### config.mk
export PLATFORM = sky130hd
export DESIGN_NAME = i2c_oe_mask_slave
export DESIGN_NICKNAME = d
export VERILOG_FILES = /design/src/rtl/i2c_oe_pkg.sv /design/src/rtl/i2c_oe_edge.sv /design/src/rtl/i2c_oe_engine.sv /design/src/rtl/i2c_oe_mask_slave.sv
export SDC_FILE = /design/constraint.sdc
export NUM_CORES = 1
export LEC_CHECK = 0
export ABC_AREA = 0
export BUFFER_PORTS_ARGS = -buffer_cell sky130_fd_sc_hd__buf_2
export CORE_MARGIN = 2
export CORE_UTILIZATION = 45
export DETAILED_ROUTE_END_ITERATION = 7
export MAX_ROUTING_LAYER = met4
export PLACE_DENSITY = 0.63
export SETUP_SLACK_MARGIN = 0.05
export SKIP_LAST_GASP = 1
export SLEW_MARGIN = 20
export SYNTH_ARGS = -nofsm -noshare
export SYNTH_HDL_FRONTEND = slang
export SYNTH_HIERARCHICAL = 1
export SYNTH_SLANG_ARGS = --single-unit
### constraint.sdc
create_clock -name clk -period 2 [get_ports clk]
set_input_delay 0.6 -clock clk [delete_from_list [all_inputs] [get_ports clk]]
set_output_delay 0.6 -clock clk [all_outputs]
set_load 0.02 [all_outputs]
### src/rtl/i2c_oe_pkg.sv
package i2c_oe_pkg;

  localparam int DATA_W   = 8;
  localparam int STRAP_W  = 2;
  localparam int FIXED_W  = 7 - STRAP_W;
  localparam logic [FIXED_W-1:0] ADDR_FIXED = 5'b11010;
  localparam int CNT_W    = $clog2(DATA_W + 1);

  typedef enum logic [2:0] {
    PH_IDLE,
    PH_ADDR,
    PH_AACK,
    PH_WDATA,
    PH_WACK,
    PH_RDATA,
    PH_RACK,
    PH_SKIP
  } phase_e;

endpackage

### src/rtl/i2c_oe_edge.sv
module i2c_oe_edge #(
  parameter int LINES  = 2,
  parameter int STAGES = 2
) (
  input  logic             clk,
  input  logic             rst_n,
  input  logic [LINES-1:0] raw_i,
  output logic [LINES-1:0] level_o,
  output logic [LINES-1:0] prev_o
);

  // One synchronizer chain plus a history flop for each bus line.
  for (genvar g = 0; g < LINES; g++) begin : g_line
    logic [STAGES-1:0] chain_q;
    logic              prev_q;

    always_ff @(posedge clk or negedge rst_n) begin
      if (!rst_n) begin
        chain_q <= '1;
        prev_q  <= 1'b1;
      end else begin
        chain_q <= {chain_q[STAGES-2:0], raw_i[g]};
        prev_q  <= chain_q[STAGES-1];
      end
    end

    assign level_o[g] = chain_q[STAGES-1];
    assign prev_o[g]  = prev_q;
  end

endmodule

### src/rtl/i2c_oe_engine.sv
module i2c_oe_engine
  import i2c_oe_pkg::*;
(
  input  logic               clk,
  input  logic               rst_n,
  input  logic               scl_s,
  input  logic               sda_s,
  input  logic               scl_rise,
  input  logic               scl_fall,
  input  logic               start_ev,
  input  logic               stop_ev,
  input  logic [STRAP_W-1:0] strap,
  output logic [DATA_W-1:0]  mask_o,
  output logic               sda_low_o
);

  phase_e            phase_q;
  logic [CNT_W-1:0]  cnt_q;
  logic [DATA_W-1:0] shreg_q;
  logic [DATA_W-1:0] tx_q;
  logic [DATA_W-1:0] mask_q;
  logic              rw_q;
  logic              drv_q;

  logic byte_full;
  logic last_bit;
  logic addr_hit;
  logic [DATA_W-1:0] shifted;

  assign byte_full = (cnt_q == CNT_W'(DATA_W));
  assign last_bit  = (cnt_q == CNT_W'(DATA_W - 1));
  assign shifted   = {shreg_q[DATA_W-2:0], sda_s};
  assign addr_hit  = (shreg_q[DATA_W-1 -: FIXED_W] == ADDR_FIXED) &&
                     (shreg_q[STRAP_W:1] == strap);

  always_ff @(posedge clk or negedge rst_n) begin
    if (!rst_n) begin
      phase_q <= PH_IDLE;
      cnt_q   <= '0;
      shreg_q <= '0;
      tx_q    <= '0;
      mask_q  <= '0;
      rw_q    <= 1'b0;
      drv_q   <= 1'b0;
    end else if (start_ev) begin
      phase_q <= PH_ADDR;
      cnt_q   <= '0;
      drv_q   <= 1'b0;
    end else if (stop_ev) begin
      phase_q <= PH_IDLE;
      drv_q   <= 1'b0;
    end else begin
      unique case (phase_q)
        PH_ADDR: begin
          if (scl_rise && !byte_full) begin
            shreg_q <= shifted;
            cnt_q   <= cnt_q + 1'b1;
          end else if (scl_fall && byte_full) begin
            if (addr_hit) begin
              rw_q    <= shreg_q[0];
              drv_q   <= 1'b1;
              phase_q <= PH_AACK;
            end else begin
              phase_q <= PH_SKIP;
            end
          end
        end
        PH_AACK: begin
          if (scl_fall) begin
            cnt_q <= '0;
            if (!rw_q) begin
              drv_q   <= 1'b0;
              phase_q <= PH_WDATA;
            end else begin
              tx_q    <= mask_q;
              drv_q   <= ~mask_q[DATA_W-1];
              phase_q <= PH_RDATA;
            end
          end
        end
        PH_WDATA: begin
          if (scl_rise && !byte_full) begin
            shreg_q <= shifted;
            cnt_q   <= cnt_q + 1'b1;
            if (last_bit) mask_q <= shifted;
          end else if (scl_fall && byte_full) begin
            drv_q   <= 1'b1;
            phase_q <= PH_WACK;
          end
        end
        PH_WACK: begin
          if (scl_fall) begin
            drv_q   <= 1'b0;
            phase_q <= PH_SKIP;
          end
        end
        PH_RDATA: begin
          if (scl_fall) begin
            if (last_bit) begin
              drv_q   <= 1'b0;
              phase_q <= PH_RACK;
            end else begin
              drv_q <= ~tx_q[DATA_W-2];
              tx_q  <= tx_q << 1;
              cnt_q <= cnt_q + 1'b1;
            end
          end
        end
        PH_RACK: begin
          if (scl_fall) phase_q <= PH_SKIP;
        end
        default: ;
      endcase
    end
  end

  assign mask_o    = mask_q;
  assign sda_low_o = drv_q;


  ack_drive_chk: assert property (@(posedge clk) disable iff (!rst_n)
    (phase_q == PH_AACK || phase_q == PH_WACK) |-> drv_q);


  mask_commit_chk: assert property (@(posedge clk) disable iff (!rst_n)
    $changed(mask_q) |-> $past(phase_q == PH_WDATA && scl_rise));


  rack_release_chk: assert property (@(posedge clk) disable iff (!rst_n)
    (phase_q == PH_RACK) |-> !drv_q);


  skip_quiet_chk: assert property (@(posedge clk) disable iff (!rst_n)
    (phase_q == PH_SKIP) |-> !drv_q);


  restart_chk: assert property (@(posedge clk) disable iff (!rst_n)
    start_ev |=> (phase_q == PH_ADDR && !drv_q && cnt_q == '0));


  stop_idle_chk: assert property (@(posedge clk) disable iff (!rst_n)
    stop_ev |=> (phase_q == PH_IDLE && !drv_q));


  sda_edge_chk: assert property (@(posedge clk) disable iff (!rst_n)
    $changed(drv_q) |-> !$past(scl_s));

endmodule

### src/rtl/i2c_oe_mask_slave.sv
module i2c_oe_mask_slave
  import i2c_oe_pkg::*;
#(
  parameter int SYNC_STAGES = 2
) (
  input  logic               clk,
  input  logic               rst_n,
  input  logic               scl_i,
  input  logic               sda_i,
  input  logic [STRAP_W-1:0] strap_i,
  output logic [DATA_W-1:0]  mask_o,
  output logic               sda_low_o
);

  localparam int LN_SCL = 0;
  localparam int LN_SDA = 1;
  localparam int NLINES = 2;

  logic [NLINES-1:0] lvl;
  logic [NLINES-1:0] prv;
  logic scl_rise, scl_fall, start_ev, stop_ev;

  i2c_oe_edge #(
    .LINES (NLINES),
    .STAGES(SYNC_STAGES)
  ) i_edge (
    .clk    (clk),
    .rst_n  (rst_n),
    .raw_i  ({sda_i, scl_i}),
    .level_o(lvl),
    .prev_o (prv)
  );

  assign scl_rise = lvl[LN_SCL] & ~prv[LN_SCL];
  assign scl_fall = ~lvl[LN_SCL] & prv[LN_SCL];
  assign start_ev = lvl[LN_SCL] & prv[LN_SCL] & prv[LN_SDA] & ~lvl[LN_SDA];
  assign stop_ev  = lvl[LN_SCL] & prv[LN_SCL] & ~prv[LN_SDA] & lvl[LN_SDA];

  i2c_oe_engine i_engine (
    .clk      (clk),
    .rst_n    (rst_n),
    .scl_s    (lvl[LN_SCL]),
    .sda_s    (lvl[LN_SDA]),
    .scl_rise (scl_rise),
    .scl_fall (scl_fall),
    .start_ev (start_ev),
    .stop_ev  (stop_ev),
    .strap    (strap_i),
    .mask_o   (mask_o),
    .sda_low_o(sda_low_o)
  );

endmodule

Word-level counts from Yosys, hierarchy flattened
Index checks and enable logic that the tools add are counted.
Widths: inputs -> output; s select.
{"block": "totals", "regBits": 38, "latchBits": 0, "ram_bits": 0, "romBits": 0, "inputBits": 6, "elab_cells": 112, "memories": 0}
{"block": "op_classes", "addsub": 1, "mul": 0, "n_div": 0, "magnitude_cmp": 0, "n_eq_ne": 29, "n_shift": 0, "mux": 38, "n_bitwise": 16, "reduce_logical": 17}
{"op": "$mux 3", "count": 12}
{"op": "$ne 4x1->1 const B", "count": 8}
{"op": "$mux 7", "count": 4}
{"op": "$mux 4", "count": 6}
{"op": "$reduce_and 9->1", "count": 2}
{"op": "$pmux 3 s5", "count": 1}
{"op": "$pmux 7 s2", "count": 1}
{"op": "$reduce_bool 7->1", "count": 2}
{"op": "$mux 1", "count": 12}
{"op": "$pmux 4 s3", "count": 1}
{"op": "$reduce_and 6->1", "count": 2}
{"op": "$eq 3x3->1 const B", "count": 3}
{"op": "$ne 3x1->1 const B", "count": 3}
{"op": "$not 1->1", "count": 9}
{"op": "$ne 2x1->1 const B", "count": 4}
{"op": "$ne 4x2->1 const B", "count": 2}
{"op": "$and 1x1->1", "count": 7}
{"op": "$reduce_and 7->1", "count": 1}
{"op": "$eq 3x2->1 const B", "count": 2}
{"op": "$eq 5x5->1 const B", "count": 1}
{"op": "$pmux 1 s5", "count": 1}
{"op": "$reduce_and 5->1", "count": 1}
{"op": "$add 4x1->4 const B", "count": 1}
{"op": "$eq 4x3->1 const B", "count": 1}
{"op": "other kinds (11)", "count": 14}

Longest topological paths before layout
Gate-level depths: netlist of run 1.
{"block": "logic_depth", "depth_word": 8, "depth_mapped": 7}

Hierarchy
Netlist of run 1, hierarchy kept.
{"mod": "i2c_oe_engine", "n_inst": 1, "cells_per_inst": 155, "area_per_inst_um2": 1818.0}
{"mod": "i2c_oe_edge", "n_inst": 1, "cells_per_inst": 10, "area_per_inst_um2": 187.7}
{"mod": "i2c_oe_mask_slave", "n_inst": 1, "cells_per_inst": 4, "area_per_inst_um2": 32.5}

Least setup slack after synthesis of run 1
Ideal clock, no wire load.
{"block": "synth_path", "path_kind": "register -> register", "start": "register i_edge.g_line[0].prev_q", "end": "register i_engine.tx_q[1]", "setup_time_ns": 0.125, "t_arrival_ns": 2.045, "required_time_ns": 1.875, "path_slack_ns": -0.170, "stages_incl_launch_ff": 7, "path_cell_list": "dfstp_2 -> buf_4 -> nor2b_1 -> and4bb_2 -> or2_4 -> nor3_4 -> mux2_2"}
{"element": "start, declared", "line_no": "i2c_oe_edge.sv:15", "text": "logic prev_q;"}
{"element": "start signal, assigned", "line_no": "i2c_oe_edge.sv:23", "text": "prev_q <= chain_q[STAGES-1];"}
{"element": "$and 1x1->1 (*)", "line_no": "i2c_oe_mask_slave.sv:35", "text": "assign scl_fall = ~lvl[LN_SCL] & prv[LN_SCL];"}
{"element": "net scl_fall", "line_no": "i2c_oe_mask_slave.sv:21", "text": "logic scl_rise, scl_fall, start_ev, stop_ev;"}
{"element": "$ne 2x1->1 (no source line)"}
{"element": "$reduce_and 7->1 (no source line) (*)"}
{"element": "end signal, assigned", "line_no": "i2c_oe_engine.sv:75", "text": "tx_q <= mask_q;"}
{"element": "end signal, assigned", "line_no": "i2c_oe_engine.sv:104", "text": "tx_q <= tx_q << 1;"}
{"element": "end, declared", "line_no": "i2c_oe_engine.sv:20", "text": "logic [DATA_W-1:0] tx_q;"}
Mark *: on every way through the listed nets, which the timed path passes. The rest lies on a longest branch.
A chain may end at the register's enable or synchronous reset.

Worst setup path after layout of run 1
{"block": "layout_path", "start": "register i_edge.g_line[0].prev_q", "end": "register i_engine.cnt_q[0]"}
{"element": "$and 1x1->1 (*)", "line_no": "i2c_oe_mask_slave.sv:35"}
{"element": "net scl_fall", "line_no": "i2c_oe_mask_slave.sv:21"}
{"element": "$ne 3x1->1 (no source line)"}
{"element": "$reduce_and 6->1 (no source line) (*)"}
{"element": "end signal, assigned", "line_no": "i2c_oe_engine.sv:57", "text": "cnt_q <= cnt_q + 1'b1;"}
{"element": "end signal, assigned", "line_no": "i2c_oe_engine.sv:84", "text": "cnt_q <= cnt_q + 1'b1;"}
{"element": "end signal, assigned", "line_no": "i2c_oe_engine.sv:105", "text": "cnt_q <= cnt_q + 1'b1;"}
{"element": "end, declared", "line_no": "i2c_oe_engine.sv:18", "text": "logic [CNT_W-1:0] cnt_q;"}
Marked as above.

==> metrics.cfg, run 1 <==
[run_status]
status=finished, final reports clean

[worst_setup_path]
crit_fanout=4
worstReg2RegEnd=i_engine/cnt_q[0]
ff2ff_setup_slack_ns=0.03
required_ns=2.18
r2r_start=i_edge/g_line[0].prev_q
worstSetupPathType=flip-flop to flip-flop
worstSetupStartpoint=i_edge/g_line[0].prev_q
crit_path_end=i_engine/cnt_q[0]
crit_path_start_kind=flip-flop
crit_path_end_kind=flip-flop
r2r_cells=5
arrival_ns=2.14

[timing]
fin_crit_sh_pct=98.3
setup_viol=0
finalClockSkew_ns=0.00869
finalCriticalPeriod_ns=1.97
hold_viol=0
fmax_mhz=509
worstMarginPinSlew_ns=0.498
maxSlewHeadroom_pct=65.9
maxSlewViolCount=0
rsz0062_at_grt=true
layout_setup_ws_ns=0.0347

[drt]
postRouteAntennaNets=0
via_per_inst=5.73
detail_route.drc_violations=0
wl_per_cell_microns=18.0
routed-via-count=1508
drt_iter0_drc=148
drt_wl_total_microns=4730
firstDrtPassIters=4

[yosys]
syn_nets=177
synth_top_area_share_pct=39.3
synth.distinct_cells=54
yosysWarnings=6
ys_ff_latch=38
avgSynthCellArea_sq_um=12.1
synth_largest_area_cell=dfrtp_1
synth_most_common_cell=dfrtp_1
ys.flop_type=dfrtp_1
netlist_top_cells_area=dfrtp_1, mux2_2, dfstp_2
ys_seq_area_share_pct=47.0
synth-edff-count=0
async_reset_ff_share_pct=100
synthTopCellsByCount=dfrtp_1, mux2_2, inv_1
netlist_area_sq_mm=0.00204
synth_cells=169

[placement]
place.gp.congestion=0.936
io_buffers=14
dpl_worst_slack_ns=0.00432
dpl.hpwl_microns=3440

[grt]
grt_max_degree=23
grt_pass1_wl_microns=7850
grt_overflow=0
grt_pass1_vias=1615
grt.total_usage_pct=20.7
grt_antenna_before_repair=0

[power]
ir_drop_uv=778
cellLeakagePower_nw=1.18
powerDensity_mw_per_mm2=1040

[die]
start_util_pct=46.8
fp-row-count=24
coreArea_sq_mm=0.00435
die_h_microns=71.3
dieWidth_microns=71.3
pin_count=15
die-area_sq_mm=0.00508

[worst_hold_path]
min_path_type=input pin to asynchronous set/reset pin

[clocking]
h-tree-depth=2
clk_pin_slew_worst_paths_ns=0.07
clk_path_buf_depth=2
cts_tree=done
clk_latency_ns=0.29
cts_buffers=5
cts_sinks=38
cts_root_buffer=clkbuf_8

[cells_and_area]
area_growth_pct=25.4
drive_gt1_share_pct=50.7
post-route-util_pct=58.7
diodes=0
nets=218

[run]
maxCapViolCount=0

==> registers in the layout, summed over array words and instances, names as in the netlist <==
name,cells
i_engine/mask_o,8
i_engine/shreg_q,8
i_engine/tx_q,7
i_edge/g_line.chain_q,4
i_engine/cnt_q,4
i_engine/phase_q,3
i_edge/g_line.prev_q,2
i_engine/rw_q,1
i_engine/sda_low_o,1
==> layout by cell type, fill, tap and decap left out, types with 3 or more instances in the layout <==
cell type,n
dfrtp_1,32
a21oi_1,3
nor3_1,4
clkbuf_8,6
mux2_4,16
nand2b_1,3
nand3b_1,3
buf_2,14
dfstp_2,6
o21ai_0,5
buf_6,3
nand3_1,3
and4b_1,3
xnor2_1,3
mux2_2,13
nor2_1,5
nand2_1,5
buf_4,24
inv_1,6
==> worst max-delay path: stages (launching register included) <==
cell	delay [ns]
dfstp_2	0.54
nor2b_4	0.17
and4bb_2	0.25
or2_4	0.25
o41a_1	0.36
mux2_4	0.28
==> layer usage <==
| layer | vias up | track usage [%] | part of all wire, % |
|---|---|---|---|
| met2 | 38 | 32.7 | 49 |
| met1 | 754 | 26.0 | 45 |
| met5 | - | - | 0 |
| met3 | 15 | 3.38 | 3.0 |
| li1 | 701 | - | - |
| met4 | 0 | 9.85 | 3.1 |
==> kinds of logic (layout without fill, tap and decap cells) <==
| logic type | Yosys count | count (layout) | synth area share, % |
|---|---|---|---|
| buf+inv | 16 | 58 | 4.85 |
| flops | 38 | 38 | 47.0 |
| simple gates | 53 | 53 | 17.9 |
| fa+ha+maj | 2 | 2 | 1.23 |
| xor+xnor | 3 | 3 | 1.29 |
| compound gates | 27 | 27 | 11.2 |
| mux | 30 | 30 | 16.5 |
==> repair_timing <==
| item | CTS | global route |
|---|---|---|
| gates resized for setup | 5 | 20 |
| buffers inserted | 4 | 6 |
| endpoints found under the setup margin | 23 | 23 |
| pin swaps | 2 | 8 |
| hold buffers | 0 | 0 |
==> stage by stage <==
step	hold WS, ns	total power [mW]	setup TNS, ns	std cells	cell area [sq um]
after floorplan	0.304	1.78	-0.185	169	2080
after global placement	0.346	2.00	0	245	2290
after detailed placement	0.347	2.02	0	245	2290
after CTS	0.236	2.59	0	257	2430
after global routing	0.255	2.82	-0.00936	263	2550
final	0.234	2.65	0	263	2550
==> report_power, final <==
group	total (mW)	internal [mW]	switching, mW
Combinational	1.02	0.514	0.508
Sequential	1.10	0.902	0.199
Clock	0.528	0.281	0.247
==> how the worst min path moves through the flow <==
stage | from | end | slack (ns) | depth (start not counted)
3_3_place_gp | i_edge/g_line[1].chain_q[0] | i_edge/g_line[1].chain_q[1] | 0.35 | 0
2_1_floorplan | rst_n | i_engine/cnt_q[0] | 0.30 | 0
4_1_cts | rst_n | i_engine/shreg_q[6] | 0.24 | 1
6_report | rst_n | i_engine/shreg_q[6] | 0.23 | 1
3_5_place_dp | i_edge/g_line[0].chain_q[0] | i_edge/g_line[0].chain_q[1] | 0.35 | 0
5_1_grt | rst_n | i_engine/shreg_q[7] | 0.25 | 1
==> area by class of cell <==
class	instances	area, sq um
fillers	370	1800
multi-input cells	115	1090
flip-flops and latches	38	958
repair buffers	43	324
clock buffers	8	90.1
well taps	52	65.1
inverters	7	26.3
Power figures use the tool's default switching activity.
==> run 2, diff against run 1 <==
CELL_PAD_IN_SITES_DETAIL_PLACEMENT = 1   (was not set)
CELL_PAD_IN_SITES_GLOBAL_PLACEMENT = 1   (was not set)
CORE_UTILIZATION = 42   (was 45)
GPL_TIMING_DRIVEN = 0   (was not set)
PLACE_DENSITY = 0.72   (was 0.63)
SYNTH_HIERARCHICAL = not set   (was 1)
==> run 2 against run 1 <==
  * The run now ends with negative setup slack left
  * Synthesized cell count increased by 1.8%
  * Maximum frequency decreased by 7.8%
  * Clock skew decreased by 0.0020 ns
  * Count of clock-buffer cells in the layout decreased by 1
  * Sequential cell count unchanged
  * Sequential power about the same
  * Register-to-register slack got worse by 0.17 ns
  * Critical path type unchanged
==> metrics.cfg, run 2 <==
[run_status]
status=complete, but fails checks
failed_checks=negative setup slack

[grt]
grt_overflow=0  ; unchanged
grt_max_degree=39  ; +70%
grt_pass1_vias=1526  ; -5.5%
grt_antenna_before_repair=0  ; unchanged
grt.total_usage_pct=20.7  ; -0.038 points
grt_pass1_wl_microns=7780  ; -0.88%

[clocking]
clk_latency_ns=0.29  ; about the same
clk_pin_slew_worst_paths_ns=0.08  ; about the same
clk_path_buf_depth=2  ; unchanged
cts_buffers=5  ; unchanged
cts_root_buffer=clkbuf_8
h-tree-depth=2  ; unchanged
cts_sinks=38  ; unchanged
cts_tree=done
cts-hold-fix-buffers=0  ; unchanged

[drt]
routed-via-count=1451  ; -3.8%
wl_per_cell_microns=17.9  ; -0.63%
via_per_inst=5.65  ; -1.5%
detail_route.drc_violations=0  ; unchanged
drt_wl_total_microns=4590  ; -2.9%
postRouteAntennaNets=0  ; unchanged
drt_iter0_drc=51  ; -66%
firstDrtPassIters=4  ; unchanged

[worst_setup_path]
required_ns=2.17  ; about the same
worstSetupPathType=flip-flop to flip-flop
crit_path_start_kind=flip-flop
crit_fanout=8  ; +4
slowest_delay_ns=0.53  ; about the same
crit_chain=inv_1 > ha_2 > nand2_2 > nor2_2 > or4b_4 > or2_1 > buf_6 > mux2_4
arrival_ns=2.30  ; +0.16 ns
crit_buf_inv=2  ; +2
crit_path_end_kind=flip-flop
path_delay_family=simple AND/OR/NAND/NOR gates
worst_path_max_delay_cell=or4b_4

[timing]
fin_crit_sh_pct=107  ; +8.3 points
worstMarginPinSlew_ns=0.845  ; +0.346 ns
rsz0062_at_grt=true
maxSlewViolCount=0  ; unchanged
hold_slack_ns=0.351  ; +0.117 ns
layout_setup_ws_ns=-0.132  ; -0.167 ns
maxSlewHeadroom_pct=43.7  ; -22 points
finalClockSkew_ns=0.00669  ; -0.00200 ns
fmax_mhz=469  ; -7.8%
hold_viol=0  ; unchanged
setup_viol=12  ; +12
finalCriticalPeriod_ns=2.13  ; +0.167 ns

[yosys]
avgSynthCellArea_sq_um=11.0  ; -8.8%
netlist_area_sq_mm=0.00189  ; -7.2%
synth-edff-count=0  ; unchanged
synth_most_common_cell=dfrtp_1
ys.flop_type=dfrtp_1
synth_top_area_share_pct=42.3  ; +3.0 points
netlist_top_cells_area=dfrtp_1, dfstp_2, mux2_4
yosysWarnings=0  ; -6
synth_cells=172  ; +1.8%
synthTopCellsByCount=dfrtp_1, nand2_1, a21oi_1, nor2_1, mux2_4
synth_largest_area_cell=dfrtp_1
synth.distinct_cells=44  ; -19%
async_reset_ff_share_pct=100  ; unchanged
syn_nets=180  ; +1.7%
ys_ff_latch=38  ; unchanged
ys_seq_area_share_pct=50.7  ; +3.6 points

[cells_and_area]
diodes=0  ; unchanged
post-route-util_pct=52.7  ; -5.9 points
final_common_cell=dfrtp_1
area_growth_pct=21.4
nets=212  ; -2.8%
fillers=487  ; +32%
mostFrequentLayoutCells=dfrtp_1, buf_2, buf_4
drive_gt1_share_pct=38.5  ; -12 points

[die]
die-area_sq_mm=0.00506  ; -0.52%
pin_count=15  ; unchanged
die_h_microns=71.1  ; -0.26%
dieWidth_microns=71.1  ; -0.26%
fp-row-count=24  ; unchanged
coreArea_sq_mm=0.00435  ; unchanged
start_util_pct=43.4  ; -3.4 points

[power]
powerDensity_mw_per_mm2=1120  ; +8.0%
cellLeakagePower_nw=1.10  ; -7.5%
ir_drop_uv=619  ; -20%
total_power_mw=2.57  ; -3.0%

[worst_hold_path]
min_path_type=flip-flop to flip-flop

[placement]
dpl.hpwl_microns=3060  ; -11%
io_buffers=14  ; unchanged
place.gp.congestion=0.843  ; -10%

[run]
maxCapViolCount=0  ; unchanged

## run 2: final cells by class
cell class / instances / area, sq um / share of cell area, %
Timing Repair Buffer: 28 / 183 / 7.96
Clock inverter: 1 / 5.00 / 0.218
Sequential cell: 38 / 958 / 41.7
Tap cell: 52 / 65.1 / 2.83
Inverter: 5 / 18.8 / 0.817
Multi-Input combinational cell: 119 / 936 / 40.8
Clock buffer: 7 / 86.3 / 3.76
Buffer: 7 / 43.8 / 1.91
## run 2: final timing paths
| kind | from | cells after the start | to | slack (ns) |
|---|---|---|---|---|
| setup / recovery | i_engine.cnt_q[1] | 8 | i_engine.mask_o[2] | -0.13 |
| hold / removal | i_edge.g_line[1].chain_q[0] | 0 | i_edge.g_line[1].chain_q[1] | 0.35 |
| setup reg to reg | i_engine.cnt_q[1] | 8 | i_engine.mask_o[2] | -0.13 |
| hold reg to reg | i_edge.g_line[1].chain_q[0] | 0 | i_edge.g_line[1].chain_q[1] | 0.35 |
| max in group asynchronous | rst_n | 1 | i_engine.sda_low_o | 1.06 |
| min in group asynchronous | rst_n | 1 | i_engine.phase_q[0] | 0.42 |
## run 2: per-stage QoR
stage	instance area (sq um)	std cells	setup WS (ns)	setup TNS, ns
floorplan	1900	172	-0.111	-0.988
global placement	2040	238	-0.359	-4.70
detailed placement	2040	238	-0.383	-5.60
CTS	2230	253	-0.176	-1.59
global route	2300	257	-0.214	-2.39
finish	2300	257	-0.132	-1.15
## run 2: cell families after synthesis
kind of cell,synth area share (%)
AND/OR/NAND/NOR,15.7
flip-flops,50.7
AO/OA/AOI/OAI,11.4
multiplexers,16.0
buffers and inverters,3.57
XOR/XNOR,1.39
adder cells (fa/ha/maj),1.32
## run 2: worst register-to-register path, stage by stage (launching register included)
cell,delay (ns)
dfrtp_1,0.40
inv_1,0.06
ha_2,0.18
nand2_2,0.07
nor2_2,0.05
or4b_4,0.53
or2_1,0.26
buf_6,0.16
mux2_4,0.30
## run 2: report_power, final
part           switching, mW  internal (mW)  total [mW]
logic                  0.519          0.446       0.964
registers              0.136          0.931        1.07
clock network          0.262          0.278       0.540
total                  0.917           1.65        2.57
## run 2: repair_timing
item | 4_1_cts | 5_1_grt
pin swaps | 5 | 4
endpoints found under the setup margin | 24 | 29
endpoints found under the hold margin | 0 | 0
buffers inserted | 9 | 5
resized for setup | 13 | 18
## run 2: metal layers
metal	track usage [%]	vias up	wire (microns)
met5	-	-	0
met4	7.13	0	90
met3	3.56	8	98
met2	35.2	21	2390
met1	24.8	746	2010
li1	-	676	-
